==> src/rtl/conv_flags_pkg.sv <==
package conv_flags_pkg;
  localparam int NCH      = 16;
  localparam int IDW      = $clog2(NCH);
  localparam int DW       = 32;
  localparam int CH_LO    = 16;
  localparam int ID_LO    = 12;
  localparam int B_EOS    = 11;
  localparam int B_OVW    = 10;
  localparam int B_FLT    = 9;
  localparam int B_CUR    = 8;
  localparam int B_SOV    = 7;
  localparam int B_CMP    = 6;
  localparam int CMPID_LO = 0;
  localparam logic [DW-1:0] IRQ_MASK =
    (DW'(1) << B_EOS) | (DW'(1) << B_OVW) | (DW'(1) << B_FLT) |
    (DW'(1) << B_CUR) | (DW'(1) << B_SOV) | (DW'(1) << B_CMP);

  typedef enum logic [1:0] {
    A_FLAGS  = 2'd0,
    A_EN_RD  = 2'd1,
    A_EN_SET = 2'd2,
    A_EN_CLR = 2'd3
  } reg_addr_e;
endpackage

==> src/rtl/conv_sticky_bits.sv <==
module conv_sticky_bits #(
  parameter int N = 4
) (
  input  logic         clk,
  input  logic         rst_n,
  input  logic [N-1:0] set_i,
  input  logic [N-1:0] clr_i,
  output logic [N-1:0] q_o
);
  for (genvar k = 0; k < N; k++) begin : g_bit
    always_ff @(posedge clk or negedge rst_n) begin
      if (!rst_n)        q_o[k] <= 1'b0;
      else if (set_i[k]) q_o[k] <= 1'b1;
      else if (clr_i[k]) q_o[k] <= 1'b0;
    end

    p_set_wins_r9: assert property (@(posedge clk) disable iff (!rst_n)
      set_i[k] |=> q_o[k]);
    p_clear_r8: assert property (@(posedge clk) disable iff (!rst_n)
      (clr_i[k] && !set_i[k]) |=> !q_o[k]);
    p_hold_r8: assert property (@(posedge clk) disable iff (!rst_n)
      (!clr_i[k] && !set_i[k]) |=> (q_o[k] == $past(q_o[k])));
  end
endmodule

==> src/rtl/conv_chan_track.sv <==
module conv_chan_track #(
  parameter int NCH = 16,
  parameter int IDW = $clog2(NCH)
) (
  input  logic           clk,
  input  logic           rst_n,
  input  logic           done_i,
  input  logic [IDW-1:0] chan_i,
  input  logic [NCH-1:0] clr_rdy_i,
  input  logic [IDW-1:0] clr_id_i,
  input  logic           clr_cur_i,
  input  logic           clr_ow_i,
  output logic [NCH-1:0] rdy_q,
  output logic [IDW-1:0] id_q,
  output logic           cur_q,
  output logic           ow_q
);
  logic ow_set;

  for (genvar k = 0; k < NCH; k++) begin : g_chan
    always_ff @(posedge clk or negedge rst_n) begin
      if (!rst_n)                          rdy_q[k] <= 1'b0;
      else if (done_i && chan_i == IDW'(k)) rdy_q[k] <= 1'b1;
      else if (clr_rdy_i[k])               rdy_q[k] <= 1'b0;
    end
  end

  always_ff @(posedge clk or negedge rst_n) begin
    if (!rst_n)      id_q <= '0;
    else if (done_i) id_q <= chan_i;
    else             id_q <= id_q & ~clr_id_i;
  end

  always_ff @(posedge clk or negedge rst_n) begin
    if (!rst_n)         cur_q <= 1'b0;
    else if (done_i)    cur_q <= 1'b1;
    else if (clr_cur_i) cur_q <= 1'b0;
  end

  // a clear of the current-ready flag in the same cycle cancels the overwrite
  assign ow_set = done_i && cur_q && !clr_cur_i;

  always_ff @(posedge clk or negedge rst_n) begin
    if (!rst_n)        ow_q <= 1'b0;
    else if (ow_set)   ow_q <= 1'b1;
    else if (clr_ow_i) ow_q <= 1'b0;
  end

  p_chan_set_r1: assert property (@(posedge clk) disable iff (!rst_n)
    done_i |=> rdy_q[$past(chan_i)]);
  p_cur_load_r2: assert property (@(posedge clk) disable iff (!rst_n)
    done_i |=> (cur_q && id_q == $past(chan_i)));
  p_ow_cause_r3: assert property (@(posedge clk) disable iff (!rst_n)
    $rose(ow_q) |-> ($past(done_i) && $past(cur_q) && !$past(clr_cur_i)));
endmodule

==> src/rtl/conv_irq_mask.sv <==
module conv_irq_mask #(
  parameter int              DW   = 32,
  parameter logic [DW-1:0]   MASK = '1
) (
  input  logic          clk,
  input  logic          rst_n,
  input  logic          set_wr_i,
  input  logic          clr_wr_i,
  input  logic [DW-1:0] wdata_i,
  input  logic [DW-1:0] flags_i,
  output logic [DW-1:0] en_q,
  output logic          irq_q
);
  logic [DW-1:0] set_bits, clr_bits;
  logic          req;

  assign set_bits = set_wr_i ? wdata_i : '0;
  assign clr_bits = clr_wr_i ? wdata_i : '0;
  assign req      = |(flags_i & en_q);

  always_ff @(posedge clk or negedge rst_n) begin
    if (!rst_n) en_q <= '0;
    else        en_q <= (en_q | set_bits) & ~clr_bits & MASK;
  end

  always_ff @(posedge clk or negedge rst_n) begin
    if (!rst_n) irq_q <= 1'b0;
    else        irq_q <= req;
  end

  p_irq_rise_r7: assert property (@(posedge clk) disable iff (!rst_n)
    (|(flags_i & en_q & MASK)) |=> irq_q);
  p_irq_fall_r7: assert property (@(posedge clk) disable iff (!rst_n)
    !(|(flags_i & en_q & MASK)) |=> !irq_q);
  p_en_set_r10: assert property (@(posedge clk) disable iff (!rst_n)
    (set_wr_i && !clr_wr_i) |=> ((en_q & $past(wdata_i) & MASK) == ($past(wdata_i) & MASK)));
endmodule

==> src/rtl/conv_status_irq.sv <==
module conv_status_irq
  import conv_flags_pkg::*;
(
  input  logic        clk,
  input  logic        rst_n,
  input  logic        done_i,
  input  logic [3:0]  done_chan_i,
  input  logic        eos_i,
  input  logic        filt_i,
  input  logic        sovf_i,
  input  logic        cmp_i,
  input  logic [3:0]  cmp_chan_i,
  input  logic        bus_we_i,
  input  logic [1:0]  bus_addr_i,
  input  logic [31:0] bus_wdata_i,
  output logic [31:0] bus_rdata_o,
  output logic        irq_o
);
  logic [DW-1:0]  clr, flags, en_q;
  logic [NCH-1:0] rdy_q;
  logic [IDW-1:0] id_q, cmpid_q;
  logic           cur_q, ow_q;
  logic [3:0]     ev_set, ev_clr, ev_q;
  logic           wr_set, wr_clr;

  assign clr    = (bus_we_i && bus_addr_i == A_FLAGS) ? bus_wdata_i : '0;
  assign wr_set = bus_we_i && bus_addr_i == A_EN_SET;
  assign wr_clr = bus_we_i && bus_addr_i == A_EN_CLR;

  conv_chan_track #(.NCH(NCH), .IDW(IDW)) u_chan (
    .clk       (clk),
    .rst_n     (rst_n),
    .done_i    (done_i),
    .chan_i    (done_chan_i),
    .clr_rdy_i (clr[CH_LO +: NCH]),
    .clr_id_i  (clr[ID_LO +: IDW]),
    .clr_cur_i (clr[B_CUR]),
    .clr_ow_i  (clr[B_OVW]),
    .rdy_q     (rdy_q),
    .id_q      (id_q),
    .cur_q     (cur_q),
    .ow_q      (ow_q)
  );

  // order: end of scan, filter, overflow, compare hit
  assign ev_set = {eos_i, filt_i, sovf_i, cmp_i};
  assign ev_clr = {clr[B_EOS], clr[B_FLT], clr[B_SOV], clr[B_CMP]};

  conv_sticky_bits #(.N(4)) u_events (
    .clk   (clk),
    .rst_n (rst_n),
    .set_i (ev_set),
    .clr_i (ev_clr),
    .q_o   (ev_q)
  );

  always_ff @(posedge clk or negedge rst_n) begin
    if (!rst_n)     cmpid_q <= '0;
    else if (cmp_i) cmpid_q <= cmp_chan_i;
    else            cmpid_q <= cmpid_q & ~clr[CMPID_LO +: IDW];
  end

  always_comb begin
    flags                    = '0;
    flags[CH_LO +: NCH]      = rdy_q;
    flags[ID_LO +: IDW]      = id_q;
    flags[B_EOS]             = ev_q[3];
    flags[B_OVW]             = ow_q;
    flags[B_FLT]             = ev_q[2];
    flags[B_CUR]             = cur_q;
    flags[B_SOV]             = ev_q[1];
    flags[B_CMP]             = ev_q[0];
    flags[CMPID_LO +: IDW]   = cmpid_q;
  end

  conv_irq_mask #(.DW(DW), .MASK(IRQ_MASK)) u_irq (
    .clk      (clk),
    .rst_n    (rst_n),
    .set_wr_i (wr_set),
    .clr_wr_i (wr_clr),
    .wdata_i  (bus_wdata_i),
    .flags_i  (flags),
    .en_q     (en_q),
    .irq_q    (irq_o)
  );

  always_comb begin
    case (bus_addr_i)
      A_FLAGS: bus_rdata_o = flags;
      A_EN_RD: bus_rdata_o = en_q;
      default: bus_rdata_o = '0;
    endcase
  end

  p_cmp_load_r5: assert property (@(posedge clk) disable iff (!rst_n)
    cmp_i |=> (bus_addr_i != A_FLAGS || (bus_rdata_o[3:0] == $past(cmp_chan_i)
                                         && bus_rdata_o[6] && bus_rdata_o[5:4] == 2'b00)));
  p_info_no_irq_r6: assert property (@(posedge clk) disable iff (!rst_n)
    ((flags & IRQ_MASK) == '0) |=> !irq_o);
endmodule

==> config.mk <==
export PLATFORM = sky130hd
export DESIGN_NAME = conv_status_irq
export DESIGN_NICKNAME = d
export VERILOG_FILES = /design/src/rtl/conv_flags_pkg.sv /design/src/rtl/conv_sticky_bits.sv /design/src/rtl/conv_chan_track.sv /design/src/rtl/conv_irq_mask.sv /design/src/rtl/conv_status_irq.sv
export SDC_FILE = /design/constraint.sdc
export NUM_CORES = 1
export LEC_CHECK = 0
export BUFFER_PORTS_ARGS = -buffer_cell sky130_fd_sc_hd__buf_2
export CORE_MARGIN = 5
export CORE_UTILIZATION = 44
export DETAILED_ROUTE_END_ITERATION = 8
export GPL_TIMING_DRIVEN = 0
export PLACE_DENSITY_LB_ADDON = 0.12
export SETUP_SLACK_MARGIN = 0.2
export SLEW_MARGIN = 20
export SYNTH_ARGS = -nofsm -noshare
export SYNTH_HDL_FRONTEND = slang
export SYNTH_SLANG_ARGS = --single-unit
==> constraint.sdc <==
create_clock -name clk -period 1.2 [get_ports clk]
set_input_delay 0.3 -clock clk [delete_from_list [all_inputs] [get_ports clk]]
set_output_delay 0.3 -clock clk [all_outputs]
set_load 0.05 [all_outputs]
[After elaboration in Yosys (flattened, before gate mapping)]
Cells that the tools add are included.
Storage, ports and cells
  bits in registers: 37
  word-level logic and storage cells: 149
  input bits: 50
Operators by class
  bitwise logic cells: 8
  reductions and logical operators: 47
  eq/ne operators: 18
  multiplexer cells: 50
Operators with widths (count)
  $pmux 32 s2: 1
  $mux 1: 44
  $reduce_bool 2->1: 22
  $and 32x12->32: 1
  $eq 4x4->1 const B: 8
  $mux 32: 1
  $reduce_or 32->1: 1
  $mux 12: 2
  $logic_and 1x1->1: 21
  $eq 4x3->1 const B: 4
  $and 12x12->12: 1
  $not 12->12: 1
  $or 12x12->12: 1
  $and 4x4->4: 2
  $eq 4x2->1 const B: 2
  $mux 4: 2
  $not 4->4: 2
  $eq 2x2->1 const B: 2
  $eq 4x1->1 const B: 1
  $logic_not 4->1: 1
  $eq 2x1->1 const B: 1
  $logic_not 2->1: 1
  $logic_not 1->1: 1

[Longest topological paths before layout]
Gate-level depths: netlist of the first run.
  depth after elaboration: 6
  gate-level depth with buffers: 5

[Modules after synthesis]
Synthesis of the first run repeated with hierarchy kept, for this count alone.
Second synthesis, totals
  cells, all modules: 260
  area total of the unflattened synthesis: 2378.5 um^2
Modules (own cells, without submodules)
  conv_chan_track: seq. area each 550.5 um^2, area an instance 885.8 um^2, cells an instance 80, instances 1
  conv_status_irq: seq. area each 100.1 um^2, area an instance 885.8 um^2, cells an instance 118, instances 1
  conv_irq_mask: seq. area each 175.2 um^2, area an instance 461.7 um^2, cells an instance 50, instances 1
  conv_sticky_bits: seq. area each 100.1 um^2, area an instance 145.1 um^2, cells an instance 12, instances 1

[Least setup slack after synthesis of the first run]
OpenSTA, ideal clock, no wires.
  path kind: in2out
  start: in bus_addr_i[1]
  end: out bus_rdata_o[23]
  stages: 4
  arrival: 1.865 ns
  path slack: -0.965 ns
  buffers on the path: 3
  path through: buf_4 buf_2 buf_2 nor3_1
On the way
  cells in the longest elaborated chain, start to end: 2
  elaborated cells between the ends (all ways): 3
  those cells by class: eq/ne (1); mux (1); reduce/logical (1)
Ends and longest elaborated chain
  from (decl): line conv_status_irq.sv:14  | input logic [1:0] bus_addr_i,
  $eq 2x1->1 or $logic_not 2->1 (tied branches): line conv_status_irq.sv:88  | case (bus_addr_i)
  $pmux 32 s2 (*): line conv_status_irq.sv:88
  to (decl): line conv_status_irq.sv:16  | output logic [31:0] bus_rdata_o,
Mark *: on every way between the ends. The rest lies on a longest branch, timed or not.

[Final worst setup path of the first run]
  start: reg u_chan.ow_q
  end: out bus_rdata_o[10]
On the way
  cells in the longest elaborated chain, start to end: 1
Ends and longest elaborated chain
  from (decl): line conv_chan_track.sv:16  | output logic ow_q
  from (signal assigned): line conv_chan_track.sv:44  | if (!rst_n) ow_q <= 1'b0;
  from (signal assigned): line conv_chan_track.sv:45  | else if (ow_set) ow_q <= 1'b1;
  from (signal assigned): line conv_chan_track.sv:46  | else if (clr_ow_i) ow_q <= 1'b0;
  $pmux 32 s2: line conv_status_irq.sv:88
No other way between the ends.

==> reports/qor.txt, run 1 <==
# hold bufs at CTS = 0
Fin nets = 370
Worst Clk Skew = 0.00181 ns
CP required = 0.90 ns
Via count of the first global-routing pass = 2112
Final setup violation count = 30
Dpl hpwl = 4240 µm
CTS clock-pin slew for the worst setup and hold paths = 0.07 ns
DIE AREA = 0.00616 mm²
Total core area = 0.00463 mm²
Drt pass-1 iters = 4
Inserted Clock Buffers = 5
Starting Density = 0.446
GPL Wtd Cong = 0.786
Port Buffer Count = 73
Pwr/cell area = 1070 mW/mm²
Cell depth of the worst flop-to-flop path = 3
Max FO, Critical Path = 2
Final hold vios = 0
Area grow syn2layout = 78.3%
Crit share post-route = 1.19
Die Ht = 78.5 µm
Crit path buf inv count = 1
Drt initial violations = 67
Cells after DPL = 333
Syn Inst Count = 205
Number of synthesized flops with an enable pin = 0
Storage cell area = 926 µm²
Slew Viols, Final = 0
Reg-to-Reg Start = u_events.q_o[2]
Crit path cell chain = mux2i_2, nor2_4, buf_6
Fraction of layout cells with a size suffix above 1 = 0.589
Row count = 25
WP data arrival = 1.13 ns
Number of fill cells = 274
Crit path from = u_chan.ow_q
Netlist cell types = 26
Global route total overflow = 0
CTS tree = yes
Root buffer cell = clkbuf_8
Startpoint types = flip-flop
Diode count = 0
Post-Syn Area = 0.00206 mm²
DRC viols = 0
DR vias = 2066
Critical Path Max Stage Delay = 0.41 ns
Synth warn = 0
Minimum clock period after layout = 1.43 ns
WL final = 6670 µm
Run status = finished, violations left
Pin count of the biggest net entering global routing = 38
# IOs = 83
Final setup margin = -0.227 ns
Post-Syn Area per Cell = 10.1 µm²
Max-Slew Margin vs Limit = 0.417
Yosys reg bits = 37
Layout Cells excl Fill = 375
Initial antenna violation count = 0
Reg2reg setup slack = 0.24 ns
Top_reg_cell synth = dfrtp_1
Synth async-reset ratio = 1.00
Achievable clock frequency = 701 MHz
Worst path top cell family by delay = flip-flops
Sequential area share after synthesis = 0.449
First-pass GRT wire length = 10700 µm
Critical Path Sink Type = output pin
Total of max-cap violations = 0
Setup crit end = bus_rdata_o[10]
Vias per cell = 5.51
Antenna-violating nets left = 0
Critical R2R Capture = u_irq.irq_q
Peak supply drop = 0.694 mV
Gr usage total = 0.220
Multi-input gate area = 0.00127 mm²
Worst Tran Pin Value = 0.874 ns
WL per Instance = 17.8 µm
Critical path's slowest cell = dfrtp_1
H-tree levels = 2
Lkg Pwr = 1.75 nW
Die X = 78.5 µm
CP Class = flip-flop to output pin
Crit path depth = 3
CTS sink count = 37
Clock Latency Late Sink = 0.29 ns
RSZ-0062 raised after global routing = true
Worst hold-check path type = primary input to asynchronous set/reset pin
Failing checks = setup timing
Clk buf depth = 2
Setup Slack @ Placement = -0.487 ns
[metal layers]
layer	track usage	routed length [µm]	share of wire
met1	0.295	2900	0.44
met2	0.355	3240	0.48
met3	0.0528	431	0.065
met4	0.0647	102	0.015
met5	0	0	0
[Yosys cell counts (2+ instances only)]
cell	number	share of area
a31oi_1	13	0.039
nand2b_1	2	0.0061
and2_1	12	0.036
nor4bb_1	13	0.063
a32o_1	4	0.019
nor3b_2	2	0.012
dfrtp_1	37	0.45
nand2_1	2	0.0036
nor3_1	12	0.029
a22oi_1	3	0.011
nand4bb_1	4	0.022
o32ai_1	4	0.017
mux2i_1	19	0.092
inv_1	26	0.047
nand3_1	7	0.017
buf_2	5	0.012
clkbuf_1	3	0.0055
buf_4	7	0.025
nand3b_1	2	0.0073
o22ai_1	9	0.027
nor2_1	11	0.020
buf_6	4	0.022
[layout make-up]
cell class              instances  area share
plain buffers                  19      0.0670
clock buffers                   6      0.0197
clock inverters                 2     0.00272
inverters                      26      0.0265
multi-input cells             124       0.346
flip-flops and latches         37       0.252
well taps                      54      0.0184
repair buffers                107       0.268
[placed cells by master (no fill, tap or decap), types with 3 or more instances in the layout]
master and count:
nor3_4 12, a32o_1 4, mux2i_2 4, dfrtp_1 37, nor4bb_4 5, buf_2 42
nor2_1 4, clkbuf_8 5, o32ai_1 4, o22ai_1 9, nor4bb_1 5, nor2_4 7
nand4bb_1 4, nand3_1 7, inv_1 17, buf_6 23, buf_8 18, a31oi_1 13
nor4bb_2 4, mux2i_1 13, and2_4 12, buf_12 9, inv_2 9, clkbuf_1 3
buf_4 27
[metrics by stage]
stage	TNS, ns	total power [mW]	hold slack (ns)	util	instance area [µm²]
after floorplan	-3.68	2.39	0.00441	-	2330
after global placement	-11.30	2.66	0.455	0.598	2770
after detailed placement	-11.59	2.68	0.458	0.598	2770
after CTS	-4.46	3.88	0.142	0.746	3460
after global routing	-6.40	4.13	0.188	0.795	3680
final	-5.45	3.94	0.120	0.795	3680
[kinds of logic after synthesis]
group,after synthesis,share of synthesized area
AND/OR/NAND/NOR,68,0.224
flip-flops,37,0.449
multiplexers,19,0.0922
other,1,0.00182
buffers and inverters,45,0.112
AO/OA/AOI/OAI,35,0.121
[report_power, final]
group          switching [mW]  leakage [nW]  internal [mW]
registers               0.109         0.423           1.43
clock network           0.449        0.0450          0.403
logic                   0.829          1.28          0.725
[worst min path at each step]
stage	startpoint	end	slack [ns]	cells after the start
2_1_floorplan	rst_n	cmpid_q[0]	0.004	0
3_3_place_gp	rst_n	u_chan.rdy_q[9]	0.46	1
3_5_place_dp	rst_n	u_chan.rdy_q[9]	0.46	1
4_1_cts	rst_n	u_chan.rdy_q[9]	0.14	1
5_1_grt	rst_n	u_chan.rdy_q[9]	0.19	1
6_report	rst_n	u_chan.rdy_q[9]	0.12	1
[worst reg2reg max path: stages, from the launching register on]
cell	delay, ns
dfrtp_1	0.41
buf_4	0.15
a22oi_2	0.18
nand3_1	0.10
[flip-flops by register name, indices dropped and copies added, names as in the netlist]
name          flops
cmpid_q           4
u_chan.ow_q       1
u_irq.irq_q       1
u_chan.rdy_q     16
u_irq.en_q        6
u_chan.cur_q      1
u_events.q_o      4
u_chan.id_q       4
[what timing repair did]
action | 4_1_cts | 5_1_grt
resized for setup | 109 | 30
buffers inserted | 21 | 8
gates cloned | 4 | 1
setup endpoints to repair | 31 | 54
pin swaps | 18 | 20
(Power assumes the default switching activity.)
==> inputs of run 2 (changes only) <==
SETUP_SLACK_MARGIN = 0.4   (was 0.2)
==> reports/qor.txt, run 2 (synthesis results as in run 1) <==
WP data arrival = 1.15 ns (+0.02 ns)
WL per Instance = 21.4 µm (+20%)
Reg2reg setup slack = 0.17 ns (-0.07 ns)
Die Ht = 78.5 µm (unchanged)
Critical R2R Capture = u_irq.irq_q
Crit path buf inv count = 4 (+3)
Failing checks = hold timing, setup timing
DIE AREA = 0.00616 mm² (unchanged)
Global route total overflow = 0 (unchanged)
Crit path cell chain = buf_12, buf_8, buf_12, mux2i_4, nor2_4, buf_6
Worst path top cell family by delay = buffers and inverters
CP Class = primary input to output pin
Via count of the first global-routing pass = 2198 (+4.1%)
First-pass GRT wire length = 10900 µm (+2.7%)
# hold bufs at CTS = 0 (unchanged)
Inserted Clock Buffers = 5 (unchanged)
Storage cell area = 928 µm² (+0.27%)
Drt pass-1 iters = 4 (unchanged)
Worst Tran Pin Value = 0.533 ns (-0.341 ns)
Fin nets = 380 (+2.7%)
Row count = 25 (unchanged)
DRC viols = 0 (unchanged)
Max FFs per register = 16 (unchanged)
Pin count of the biggest net entering global routing = 38 (unchanged)
CTS clock-pin slew for the worst setup and hold paths = 0.08 ns (about the same)
DR vias = 2200 (+6.5%)
Max FO, Critical Path = 5 (+3)
Most used cell, CP = buf_12
Biggest regs = u_chan.rdy_q: 16 flops, u_irq.en_q: 6 flops
Setup crit end = bus_rdata_o[11]
Worst Clk Skew = 0.00789 ns (+0.00608 ns)
Starting Density = 0.446 (unchanged)
Peak supply drop = 1.01 mV (+45%)
Cells after DPL = 333 (unchanged)
CTS sink count = 37 (unchanged)
Port Buffer Count = 73 (unchanged)
Root buffer cell = clkbuf_8
Fraction of layout cells with a size suffix above 1 = 0.671 (+0.0819)
Most common cell after layout, fill and taps aside = buf_2
Cell depth of the worst flop-to-flop path = 3 (unchanged)
Post-route setup TNS = -4.92 ns (+0.535 ns)
Max-Slew Margin vs Limit = 0.644 (+0.227)
Hold slack = -0.00314 ns (-0.123 ns)
Reg-to-Reg Start = u_chan.cur_q
Total power = 4.46 mW (+13%)
Lkg Pwr = 1.86 nW (+6.6%)
Initial antenna violation count = 0 (unchanged)
GPL Wtd Cong = 0.750 (-4.6%)
Clock Latency Late Sink = 0.30 ns (about the same)
Total core area = 0.00463 mm² (unchanged)
Achievable clock frequency = 689 MHz (-1.7%)
Final setup margin = -0.251 ns (-0.0242 ns)
# IOs = 83 (unchanged)
Clk buf depth = 2 (unchanged)
WL final = 8240 µm (+23%)
Diode count = 0 (unchanged)
H-tree levels = 2 (unchanged)
Pwr/cell area = 1110 mW/mm² (+3.7%)
Minimum clock period after layout = 1.45 ns (+0.0242 ns)
Layout Cells excl Fill = 385 (+2.7%)
Dpl hpwl = 4120 µm (-2.7%)
Critical path's slowest cell = mux2i_4
Crit path depth = 6 (+3)
Critical Path Max Stage Delay = 0.19 ns (-0.22 ns)
CTS tree = yes
RSZ-0062 raised after global routing = true
Area grow syn2layout = 94.4%
Drt initial violations = 173 (+160%)
CP required = 0.90 ns (about the same)
Run status = finished, violations left
Crit share post-route = 1.21 (+0.0202)
Startpoint types = primary input
Vias per cell = 5.71 (+3.7%)
Biggest register = u_chan.rdy_q
Slew Viols, Final = 0 (unchanged)
Gr usage total = 0.230 (+0.00986)
Final setup violation count = 31 (+3.3%)
Total of max-cap violations = 0 (unchanged)
Worst hold-check path type = primary input to asynchronous set/reset pin
Most frequent cells in the layout = 42 x buf_2, 38 x buf_6, 35 x dfrtp_1, 22 x buf_4, 19 x buf_8
Critical Path Sink Type = output pin
Antenna-violating nets left = 0 (unchanged)
Die X = 78.5 µm (unchanged)
Final hold vios = 5 (+5)
Crit path from = bus_addr_i[0]
Core Util, Final = 0.866 (+0.0719)
Number of fill cells = 207 (-24%)
Multi-input gate area = 0.00143 mm² (+12%)
-- run 2: metal layers --
layer  GRT usage  share of wire
met1       0.280           0.40
met5           0              0
met2       0.411           0.53
met3      0.0447          0.055
met4      0.0699          0.015
-- run 2: final cells by class --
cell class              instances  share of cell area
clock buffers                   7              0.0215
plain buffers                  19              0.0643
multi-input cells             124               0.356
clock inverters                 1             0.00749
flip-flops and latches         37               0.231
repair buffers                117               0.278
inverters                      26              0.0243
well taps                      54              0.0168
-- run 2: metrics by stage --
stage	instance area [µm²]	hold WS, ns	worst slack [ns]
6_report	4010	-0.00314	-0.251
5_1_grt	4010	0.0339	-0.293
4_1_cts	3680	0.127	-0.232
3_5_place_dp	2790	0.448	-0.522
3_3_place_gp	2790	0.447	-0.513
2_1_floorplan	2360	0.00441	-0.206
-- run 2: how the worst min path moves through the flow --
stage / start / cells after the start / to / slack (ns)
after floorplan: rst_n / 0 / cmpid_q[0] / 0.004
after global placement: rst_n / 1 / u_chan.rdy_q[0] / 0.45
after detailed placement: rst_n / 1 / u_chan.rdy_q[2] / 0.45
after CTS: rst_n / 1 / u_chan.rdy_q[14] / 0.13
after global routing: rst_n / 1 / u_chan.rdy_q[0] / 0.03
final: rst_n / 1 / u_chan.rdy_q[0] / -0.003
-- run 2: where the power goes --
part	internal, mW	leakage [nW]	switching, mW	total [mW]
registers	1.43	0.422	0.130	1.56
logic	0.821	1.38	0.923	1.74
clock network	0.678	0.0585	0.475	1.15
total	2.93	1.86	1.53	4.46
-- run 2: repair_timing --
item,CTS,global route
cloned,5,0
pin swaps,45,27
gates resized for setup,131,47
setup endpoints to repair,62,78
buffers inserted,30,9
==> inputs of run 3 (changes only) <==
SKIP_LAST_GASP = 1   (was not set)
==> reports/qor.txt, run 3 (synthesis results as in run 1) <==
Final setup violation count = 30 (-3.2%)
Max FFs per register = 16 (unchanged)
Reg-to-Reg Start = u_events.q_o[0]
Vias per cell = 5.66 (-1.0%)
Area grow syn2layout = 92.2%
Crit share post-route = 1.20 (-0.0100)
Final hold vios = 20 (+15)
Slew Viols, Final = 0 (unchanged)
Startpoint types = flip-flop
Placed instance area = 0.00279 mm² (unchanged)
Max FO, Critical Path = 2 (-3)
Hold slack = -0.0106 ns (-0.00741 ns)
Dpl hpwl = 4120 µm (unchanged)
CTS clock-pin slew for the worst setup and hold paths = 0.08 ns (about the same)
Die Ht = 78.5 µm (unchanged)
Total of max-cap violations = 0 (unchanged)
Fraction of layout cells with a size suffix above 1 = 0.657 (-0.0141)
H-tree levels = 2 (unchanged)
Initial antenna violation count = 0 (unchanged)
Worst Tran Pin Value = 0.507 ns (-0.0261 ns)
Clk buf depth = 2 (unchanged)
Biggest register = u_chan.rdy_q
Fin nets = 381 (+0.26%)
GPL Wtd Cong = 0.750 (unchanged)
Reg2reg setup slack = 0.19 ns (+0.02 ns)
Die X = 78.5 µm (unchanged)
Most frequent cells in the layout = 42 x buf_2, 41 x buf_6, 35 x dfrtp_1, 21 x buf_4, 18 x buf_8
CTS sink count = 37 (unchanged)
Failing checks = hold timing, setup timing
WP data arrival = 1.14 ns (about the same)
Max-Slew Margin vs Limit = 0.662 (+0.0174)
Total core area = 0.00463 mm² (unchanged)
Worst Clk Skew = 0.0100 ns (+0.00211 ns)
Biggest regs = u_chan.rdy_q: 16 flops, u_irq.en_q: 6 flops
Via count of the first global-routing pass = 2157 (-1.9%)
Drt initial violations = 153 (-12%)
DIE AREA = 0.00616 mm² (unchanged)
DR vias = 2183 (-0.77%)
Run status = finished, violations left
Cell depth of the worst flop-to-flop path = 4 (+1)
Row count = 25 (unchanged)
Pin count of the biggest net entering global routing = 38 (unchanged)
CP required = 0.90 ns (about the same)
Achievable clock frequency = 695 MHz (+0.84%)
Antenna-violating nets left = 0 (unchanged)
CTS tree = yes
Root buffer cell = clkbuf_8
Critical path's slowest cell = dfrtp_1
WL per Instance = 19.9 µm (-7.1%)
DRC viols = 0 (unchanged)
Critical Path Max Stage Delay = 0.44 ns (+0.25 ns)
Starting Density = 0.446 (unchanged)
Lkg Pwr = 1.85 nW (-1.0%)
Critical Path Sink Type = output pin
Gr usage total = 0.227 (-0.00342)
Port Buffer Count = 73 (unchanged)
Clock Latency Late Sink = 0.30 ns (about the same)
Crit path cell chain = mux2i_4, nor2_4, buf_6
CP Class = flip-flop to output pin
Critical R2R Capture = u_irq.irq_q
Global route total overflow = 0 (unchanged)
RSZ-0062 raised after global routing = true
# IOs = 83 (unchanged)
Diode count = 0 (unchanged)
Most common cell after layout, fill and taps aside = buf_2
Drt pass-1 iters = 4 (unchanged)
Peak supply drop = 1.19 mV (+18%)
Pwr/cell area = 1110 mW/mm² (about the same)
Post-route cell area = 0.00397 mm² (-1.2%)
WL final = 7670 µm (-6.9%)
Worst hold-check path type = primary input to asynchronous set/reset pin
Minimum clock period after layout = 1.44 ns (-0.0120 ns)
First-pass GRT wire length = 10800 µm (-1.2%)
Inserted Clock Buffers = 5 (unchanged)
Final setup margin = -0.239 ns (+0.0120 ns)
Setup Slack @ Placement = -0.522 ns (unchanged)
==> run 3: layer usage <==
layer,share of wire,global-route usage,vias up
met5,0,0,-
li1,-,-,1001
met2,0.54,0.398,77
met1,0.41,0.286,1090
met3,0.040,0.0424,15
met4,0.017,0.0612,0
==> run 3: where the power goes <==
group,switching (mW),total [mW],internal [mW]
registers,0.128,1.56,1.43
clock network,0.454,1.13,0.678
logic,0.898,1.72,0.817
==> run 3: stage by stage <==
step	utilization	std cells	hold slack [ns]	TNS, ns	power (mW)
3_3_place_gp	0.603	333	0.447	-10.85	2.66
5_1_grt	0.856	386	0.0264	-5.66	4.59
2_1_floorplan	-	206	0.00441	-3.68	2.40
6_report	0.856	386	-0.0106	-4.97	4.41
4_1_cts	0.794	376	0.127	-4.31	4.22
3_5_place_dp	0.603	333	0.448	-11.12	2.68
==> run 3: layout make-up <==
class,count,area (µm²)
Buffer,19,258
Clock buffer,7,86.3
Clock inverter,1,30.0
Fill cell,217,664
Inverter,26,97.6
Multi-Input combinational cell,124,1370
Sequential cell,37,928
Tap cell,54,67.6
Timing Repair Buffer,118,1130
==> run 3: how the worst max path moves through the flow <==
stage          slack [ns]         endpoint  depth (start not counted)           start
3_3_place_gp        -0.51   bus_rdata_o[7]                          6   bus_addr_i[0]
6_report            -0.24  bus_rdata_o[10]                          3  u_irq.en_q[10]
5_1_grt             -0.29   bus_rdata_o[8]                          3    u_chan.cur_q
4_1_cts             -0.23   bus_rdata_o[8]                          3    u_chan.cur_q
3_5_place_dp        -0.52   bus_rdata_o[7]                          6   bus_addr_i[0]
2_1_floorplan       -0.21  bus_rdata_o[23]                          4   bus_addr_i[1]
==> run 3: what timing repair did <==
action                                 CTS  global route
endpoints found under the hold margin    0             0
cloned                                   5             0
setup buffers                           30            10
gates resized for setup                130            42
pin swaps                               43            25
hold buffers                             0             0
setup endpoints to repair               62            89
==> run 3: worst max-delay path: cells and delay by family, from the launching register on <==
family / cells / cell delay, ns
DFF: 1 / 0.44
muxes: 1 / 0.21
buffers and inverters: 1 / 0.15
and+or+nand+nor: 1 / 0.05
